### config.mk
export PLATFORM = sky130hd
export DESIGN_NAME = isp_cmd_engine
export DESIGN_NICKNAME = d
export VERILOG_FILES = /design/src/rtl/isp_cmd_pkg.sv /design/src/rtl/isp_shift_in.sv /design/src/rtl/isp_shift_out.sv /design/src/rtl/isp_cmd_engine.sv
export SDC_FILE = /design/constraint.sdc
export NUM_CORES = 1
export LEC_CHECK = 0
export ABC_AREA = 0
export BUFFER_PORTS_ARGS = -buffer_cell sky130_fd_sc_hd__buf_2
export CAP_MARGIN = 40
export CORE_ASPECT_RATIO = 0.9
export CORE_MARGIN = 3
export CORE_UTILIZATION = 57
export CTS_CLUSTER_SIZE = 24
export DETAILED_ROUTE_END_ITERATION = 12
export HOLD_SLACK_MARGIN = 0.06
export PLACE_DENSITY = 0.79
export SETUP_SLACK_MARGIN = 0.15
export SYNTH_ARGS = -nofsm -noshare
export SYNTH_HDL_FRONTEND = slang
export SYNTH_SLANG_ARGS = --single-unit
### constraint.sdc
create_clock -name clk -period 2.4 [get_ports clk]
set_clock_uncertainty 0.1 [all_clocks]
set_input_delay 0.48 -clock clk [delete_from_list [all_inputs] [get_ports clk]]
set_output_delay 0.48 -clock clk [all_outputs]
set_load 0.05 [all_outputs]
### src/rtl/isp_cmd_pkg.sv
package isp_cmd_pkg;
   typedef enum logic [2:0] {
      PH_FORCE   = 3'd0,
      PH_CODE    = 3'd1,
      PH_INSN    = 3'd2,
      PH_RD_IDLE = 3'd3,
      PH_RD_DATA = 3'd4
   } phase_t;

   function automatic int max_of(input int a, input int b);
      return (a > b) ? a : b;
   endfunction
endpackage

### src/rtl/isp_shift_in.sv
module isp_shift_in #(
   parameter int W         = 24,
   parameter bit LSB_FIRST = 1'b1
) (
   input  logic         clk,
   input  logic         rst_n,
   input  logic         en,
   input  logic         bit_i,
   output logic [W-1:0] next_o
);
   logic [W-1:0] sr_q;

   generate
      if (LSB_FIRST) begin : g_lsb
         assign next_o = {bit_i, sr_q[W-1:1]};
      end else begin : g_msb
         assign next_o = {sr_q[W-2:0], bit_i};
      end
   endgenerate

   always_ff @(posedge clk or negedge rst_n) begin
      if (!rst_n)  sr_q <= '0;
      else if (en) sr_q <= next_o;
   end
endmodule

### src/rtl/isp_shift_out.sv
module isp_shift_out #(
   parameter int W         = 16,
   parameter bit LSB_FIRST = 1'b1
) (
   input  logic         clk,
   input  logic         rst_n,
   input  logic         load,
   input  logic [W-1:0] load_val,
   input  logic         shift,
   output logic         bit_o
);
   logic [W-1:0] sr_q;

   generate
      if (LSB_FIRST) begin : g_lsb
         assign bit_o = sr_q[0];
         always_ff @(posedge clk or negedge rst_n) begin
            if (!rst_n)     sr_q <= '0;
            else if (load)  sr_q <= load_val;
            else if (shift) sr_q <= {1'b0, sr_q[W-1:1]};
         end
      end else begin : g_msb
         assign bit_o = sr_q[W-1];
         always_ff @(posedge clk or negedge rst_n) begin
            if (!rst_n)     sr_q <= '0;
            else if (load)  sr_q <= load_val;
            else if (shift) sr_q <= {sr_q[W-2:0], 1'b0};
         end
      end
   endgenerate
endmodule

### src/rtl/isp_cmd_engine.sv
module isp_cmd_engine #(
   parameter int                 CODE_W       = 4,
   parameter int                 INSN_W       = 24,
   parameter int                 VIS_W        = 16,
   parameter int                 FORCE_CLKS   = 9,
   parameter int                 RD_IDLE_CLKS = 8,
   parameter bit                 LSB_FIRST    = 1'b1,
   parameter logic [INSN_W-1:0]  NOP_WORD     = '0,
   parameter logic [CODE_W-1:0]  CODE_EXEC    = '0,
   parameter logic [CODE_W-1:0]  CODE_READ    = 1
) (
   input  logic              clk,
   input  logic              rst_n,
   input  logic              dat_in,
   output logic              dat_out,
   output logic              dat_oe,
   input  logic [VIS_W-1:0]  vis_data,
   output logic [INSN_W-1:0] insn_word,
   output logic              insn_valid,
   output logic              cpu_hold,
   output logic              exec_busy,
   output logic              code_err
);
   import isp_cmd_pkg::*;

   localparam int MAX_LEN = max_of(max_of(max_of(FORCE_CLKS, CODE_W), max_of(INSN_W, VIS_W)),
                                   RD_IDLE_CLKS);
   localparam int CNT_W   = $clog2(MAX_LEN + 1);

   generate
      if (CODE_W < 2)              begin : g_bad_code  $error("CODE_W must be at least 2");            end
      if (VIS_W < 2)               begin : g_bad_vis   $error("VIS_W must be at least 2");             end
      if (INSN_W < 2)              begin : g_bad_insn  $error("INSN_W must be at least 2");            end
      if (FORCE_CLKS <= CODE_W)    begin : g_bad_force $error("FORCE_CLKS must exceed CODE_W");        end
      if (RD_IDLE_CLKS < 1)        begin : g_bad_idle  $error("RD_IDLE_CLKS must be at least 1");      end
      if (CODE_EXEC == CODE_READ)  begin : g_bad_map   $error("execute and read codes must differ");   end
   endgenerate

   phase_t             phase_q;
   logic [CNT_W-1:0]   cnt_q;
   logic [CNT_W-1:0]   len_m1;
   logic               last;
   logic [CODE_W-1:0]  code_next;
   logic [INSN_W-1:0]  insn_next;
   logic               vis_bit;
   logic               oe_q;
   logic               valid_q;
   logic               busy_q;
   logic               err_q;
   logic [INSN_W-1:0]  word_q;

   always_comb begin
      unique case (phase_q)
         PH_FORCE:   len_m1 = CNT_W'(FORCE_CLKS - 1);
         PH_CODE:    len_m1 = CNT_W'(CODE_W - 1);
         PH_INSN:    len_m1 = CNT_W'(INSN_W - 1);
         PH_RD_IDLE: len_m1 = CNT_W'(RD_IDLE_CLKS - 1);
         default:    len_m1 = CNT_W'(VIS_W - 1);
      endcase
   end
   assign last = (cnt_q == len_m1);

   isp_shift_in #(.W(CODE_W), .LSB_FIRST(LSB_FIRST)) u_code_sr (
      .clk    (clk),
      .rst_n  (rst_n),
      .en     (phase_q == PH_CODE),
      .bit_i  (dat_in),
      .next_o (code_next)
   );

   isp_shift_in #(.W(INSN_W), .LSB_FIRST(LSB_FIRST)) u_insn_sr (
      .clk    (clk),
      .rst_n  (rst_n),
      .en     (phase_q == PH_INSN),
      .bit_i  (dat_in),
      .next_o (insn_next)
   );

   isp_shift_out #(.W(VIS_W), .LSB_FIRST(LSB_FIRST)) u_vis_sr (
      .clk      (clk),
      .rst_n    (rst_n),
      .load     ((phase_q == PH_RD_IDLE) && last),
      .load_val (vis_data),
      .shift    (phase_q == PH_RD_DATA),
      .bit_o    (vis_bit)
   );

   always_ff @(posedge clk or negedge rst_n) begin
      if (!rst_n) begin
         phase_q <= PH_FORCE;
         cnt_q   <= '0;
         oe_q    <= 1'b0;
         valid_q <= 1'b0;
         busy_q  <= 1'b0;
         err_q   <= 1'b0;
         word_q  <= '0;
      end else begin
         valid_q <= 1'b0;
         err_q   <= 1'b0;
         cnt_q   <= last ? '0 : cnt_q + 1'b1;
         unique case (phase_q)
            PH_FORCE: if (last) begin
               phase_q <= PH_INSN;
               valid_q <= 1'b1;
               word_q  <= NOP_WORD;
            end
            PH_INSN: if (last) begin
               phase_q <= PH_CODE;
               valid_q <= 1'b1;
               busy_q  <= 1'b1;
               word_q  <= insn_next;
            end
            PH_CODE: if (last) begin
               busy_q <= 1'b0;
               if (code_next == CODE_EXEC)      phase_q <= PH_INSN;
               else if (code_next == CODE_READ) phase_q <= PH_RD_IDLE;
               else                             err_q   <= 1'b1;
            end
            PH_RD_IDLE: if (last) begin
               phase_q <= PH_RD_DATA;
               oe_q    <= 1'b1;
            end
            default: if (last) begin
               phase_q <= PH_CODE;
               oe_q    <= 1'b0;
            end
         endcase
      end
   end

   assign dat_oe     = oe_q;
   assign dat_out    = oe_q & vis_bit;
   assign insn_word  = word_q;
   assign insn_valid = valid_q;
   assign exec_busy  = busy_q;
   assign code_err   = err_q;
   assign cpu_hold   = (phase_q == PH_FORCE) || (phase_q == PH_INSN);
endmodule

==> impl_metrics.json <==
{
  "area_enclosed_by_the_die_boundary_um2": 7080,
  "fin_ws_ns": 0.282,
  "critPathLaunch": "cnt_q[3]",
  "cts-buffers-inserted": 9,
  "drt_wl_total_mm": 5.60,
  "synth_xor_area_frac": 0.00755,
  "clkLatencyLatePin_ns": 0.34,
  "detailedPlace.worstSlack_ns": 0.225,
  "final_min_period_over_clock_period": 0.882,
  "static-leakage-power_nw": 1.88,
  "synth_cell_type_count": 34,
  "routed_wire_length_per_instance_um": 13.9,
  "yosys_warning_total": 0,
  "detail_route.drc_violations": 0,
  "antenna_found_initial": 0,
  "global_route_wire_length_before_repair_mm": 9.66,
  "cp-end-kind": "flop",
  "diodes": 0,
  "slew_headroom": 0.722,
  "routed-via-count": 2059,
  "core_area_um2": 5790,
  "area_share_of_the_largest_cell_type_after_synthesis": 0.561,
  "synth_sequential_area_ratio": 0.561,
  "rsz_0062_raised_after_global_routing": "no",
  "ctsLongestPathBuffers": 2,
  "fp-row-count": 26,
  "synth-compound-area-share": 0.0410,
  "p_per_area_nw_per_um2": 1200,
  "maximum_fanout_encountered_on_the_critical_timing_path": 24,
  "fin_crit_ns": 2.12,
  "ys_async_sr_fraction": 1.00,
  "drtIter0Drc": 132,
  "synthesis.area_um2": 3480,
  "synth_edf_count": 0,
  "crit_chain": "a2111oi_4 -> o211ai_4 -> nor4_4 -> buf_12 -> mux2i_1",
  "drive_gt1_frac": 0.419,
  "regToRegSetupSlack_ns": 0.28,
  "timing.critical_path.to": "insn_word[11]",
  "synth_top_family_by_area": "multiplexers",
  "rr_worst_depth": 5,
  "hold_ws_ns": 0.260,
  "cts_htree_levels": 3,
  "final_net_count": 349,
  "clkSlewWorstSetupHoldPaths_ns": 0.08,
  "drv_slew": 0,
  "yosys.area_share.adder": 0.00359,
  "worst-slew-pin-transition_ns": 0.407,
  "buffer_ports.inserted": 48,
  "netlist_instances": 273,
  "via_per_inst": 5.12,
  "layout_area_overhead_pct": 15.6,
  "grt_pass1_vias": 1991,
  "max_freq_mhz": 472,
  "pin_count_of_the_biggest_net_entering_global_routing": 56,
  "grt-ovfl-total": 0,
  "fin_area_um2": 4020,
  "timing.rr.start": "cnt_q[3]",
  "max-cap-violations": 0,
  "post-synth-top-area-cell": "sky130_fd_sc_hd__dfrtp_1",
  "leading_post_synthesis_cells_by_instance_count": "sky130_fd_sc_hd__dfrtp_1 (78), sky130_fd_sc_hd__mux2_2 (58), sky130_fd_sc_hd__inv_1 (29)",
  "critical_path.slowest_cell": "sky130_fd_sc_hd__dfrtp_1",
  "buffer_type_at_the_clock_tree_root": "sky130_fd_sc_hd__clkbuf_8",
  "timing.critical_path.arrival_ns": 2.28,
  "cts_tree": "done",
  "nFillCells": 423,
  "rr_endpoint": "insn_word[11]",
  "required_ns": 2.56,
  "routabilityCongestion": 0.827,
  "criticalPathCategory": "flop to flop",
  "tritoncts_num_sinks": 78,
  "setup_total_negative_slack_ns": 0,
  "most_repeated_cell_in_the_gate_level_netlist_after_synthesis": "sky130_fd_sc_hd__dfrtp_1",
  "synth_simple_gate_area_frac": 0.0733,
  "postSynthAreaPerCell_um2": 12.8,
  "ys_seq_elements": 78,
  "ios": 49,
  "min_path_type": "input pin to flop",
  "die_h_um": 80.2,
  "ys_top_cells_by_area": "sky130_fd_sc_hd__dfrtp_1 (56%), sky130_fd_sc_hd__mux2_2 (19%), sky130_fd_sc_hd__mux2i_1 (7.2%), sky130_fd_sc_hd__inv_1 (3.1%), sky130_fd_sc_hd__nand2_1 (3.0%)",
  "finalCoreUtilization": 0.695,
  "synth-main-ff-cell": "sky130_fd_sc_hd__dfrtp_1",
  "initial_utilization": 0.601,
  "drt.antenna.violating_nets": 0,
  "die-width_um": 88.4,
  "global_route.usage.total": 0.179,
  "power.ir.vdd_worst_uv": 510,
  "setup.worst_path.start_class": "flop",
  "cpPeakStageDelay_ns": 0.46,
  "status": "finished, final reports clean",
  "number_of_hold_violations_in_the_final_report": 0,
  "setup_viols_final": 0,
  "synth.mux.area_fraction": 0.259,
  "postSynthNetCount": 293,
  "dp_hpwl_mm": 3.73,
  "dpl_cell_area_um2": 3820,
  "firstDrtPassIters": 4
}
[layer usage]
| layer | up-vias | global-route usage | part of all wire |
|---|---|---|---|
| met5 | - | 0 | 0 |
| met4 | 0 | 0.0770 | 0.018 |
| met3 | 11 | 0.0462 | 0.042 |
| met2 | 41 | 0.271 | 0.46 |
| met1 | 977 | 0.245 | 0.48 |
| li1 | 1030 | - | - |
[flip-flops by register name (all words and copies together), names as in the netlist]
register / flops
insn_word: 24
u_insn_sr.sr_q: 23
u_vis_sr.sr_q: 16
cnt_q: 5
phase_q: 3
u_code_sr.sr_q: 3
code_err: 1
dat_oe: 1
exec_busy: 1
insn_valid: 1
[kinds of logic after synthesis]
family          after synthesis
mux                          83
fa+ha+maj                     1
flops                        78
compound gates               16
buf+inv                      41
xor+xnor                      3
simple gates                 51
[metrics by stage]
step,std cells,total power [W]
after global routing,402,0.00517
final,402,0.00485
after detailed placement,387,0.00394
after CTS,402,0.00489
after floorplan,273,0.00353
after global placement,387,0.00387
[power breakdown]
| group | leakage [nW] | internal (W) | switching (W) |
|---|---|---|---|
| clock | 0.0980 | 0.000495 | 0.000438 |
| sequential | 0.951 | 0.00180 | 0.000373 |
| combinational | 0.826 | 0.000728 | 0.00101 |
[cell type report]
type | instances | area, um^2 | share of cell area
clock buffers | 10 | 138 | 0.0342
clock inverters | 4 | 48.8 | 0.0121
inverters | 29 | 109 | 0.0271
multi-input cells | 154 | 1350 | 0.335
flip-flops and latches | 78 | 1960 | 0.486
well taps | 70 | 87.6 | 0.0218
repair buffers | 57 | 338 | 0.0840
[worst min path at each step]
stage / start / end / slack, ns / cells past startpoint
after floorplan: rst_n / cnt_q[0] / 0.08 / 0
after global placement: rst_n / cnt_q[2] / 0.30 / 1
after detailed placement: rst_n / cnt_q[3] / 0.30 / 1
after CTS: vis_data[7] / u_vis_sr.sr_q[7] / 0.25 / 2
after global routing: vis_data[4] / u_vis_sr.sr_q[4] / 0.25 / 2
final: vis_data[7] / u_vis_sr.sr_q[7] / 0.26 / 2
[worst max-delay path, delay by kind of cell, from the launching register on]
family,cells,cell delay (ns)
flops,1,0.46
compound gates,2,0.62
buf+inv,1,0.25
mux,1,0.23
simple gates,1,0.36
[timing repair]
action	CTS	global route
setup endpoints to repair	0	33
buffers inserted	0	0
gates resized for setup	0	3
endpoints found under the hold margin	23	0
hold buffers	1	0
[placed cells by master (no fill, tap or decap), types with 2 or more instances in the layout]
cell	count
sky130_fd_sc_hd__nand3_1	2
sky130_fd_sc_hd__xnor2_1	2
sky130_fd_sc_hd__dfrtp_1	75
sky130_fd_sc_hd__nor2_1	8
sky130_fd_sc_hd__clkbuf_8	10
sky130_fd_sc_hd__nand2_1	28
sky130_fd_sc_hd__mux2_2	58
sky130_fd_sc_hd__nand2b_1	2
sky130_fd_sc_hd__inv_1	29
sky130_fd_sc_hd__buf_2	47
sky130_fd_sc_hd__buf_12	2
sky130_fd_sc_hd__nor2b_1	2
sky130_fd_sc_hd__nor4_4	2
sky130_fd_sc_hd__nor3_2	2
sky130_fd_sc_hd__buf_4	7
sky130_fd_sc_hd__o21ai_0	5
sky130_fd_sc_hd__dfrtp_2	3
sky130_fd_sc_hd__clkinv_2	2
sky130_fd_sc_hd__mux2i_1	25
(Power assumes the default switching activity.)
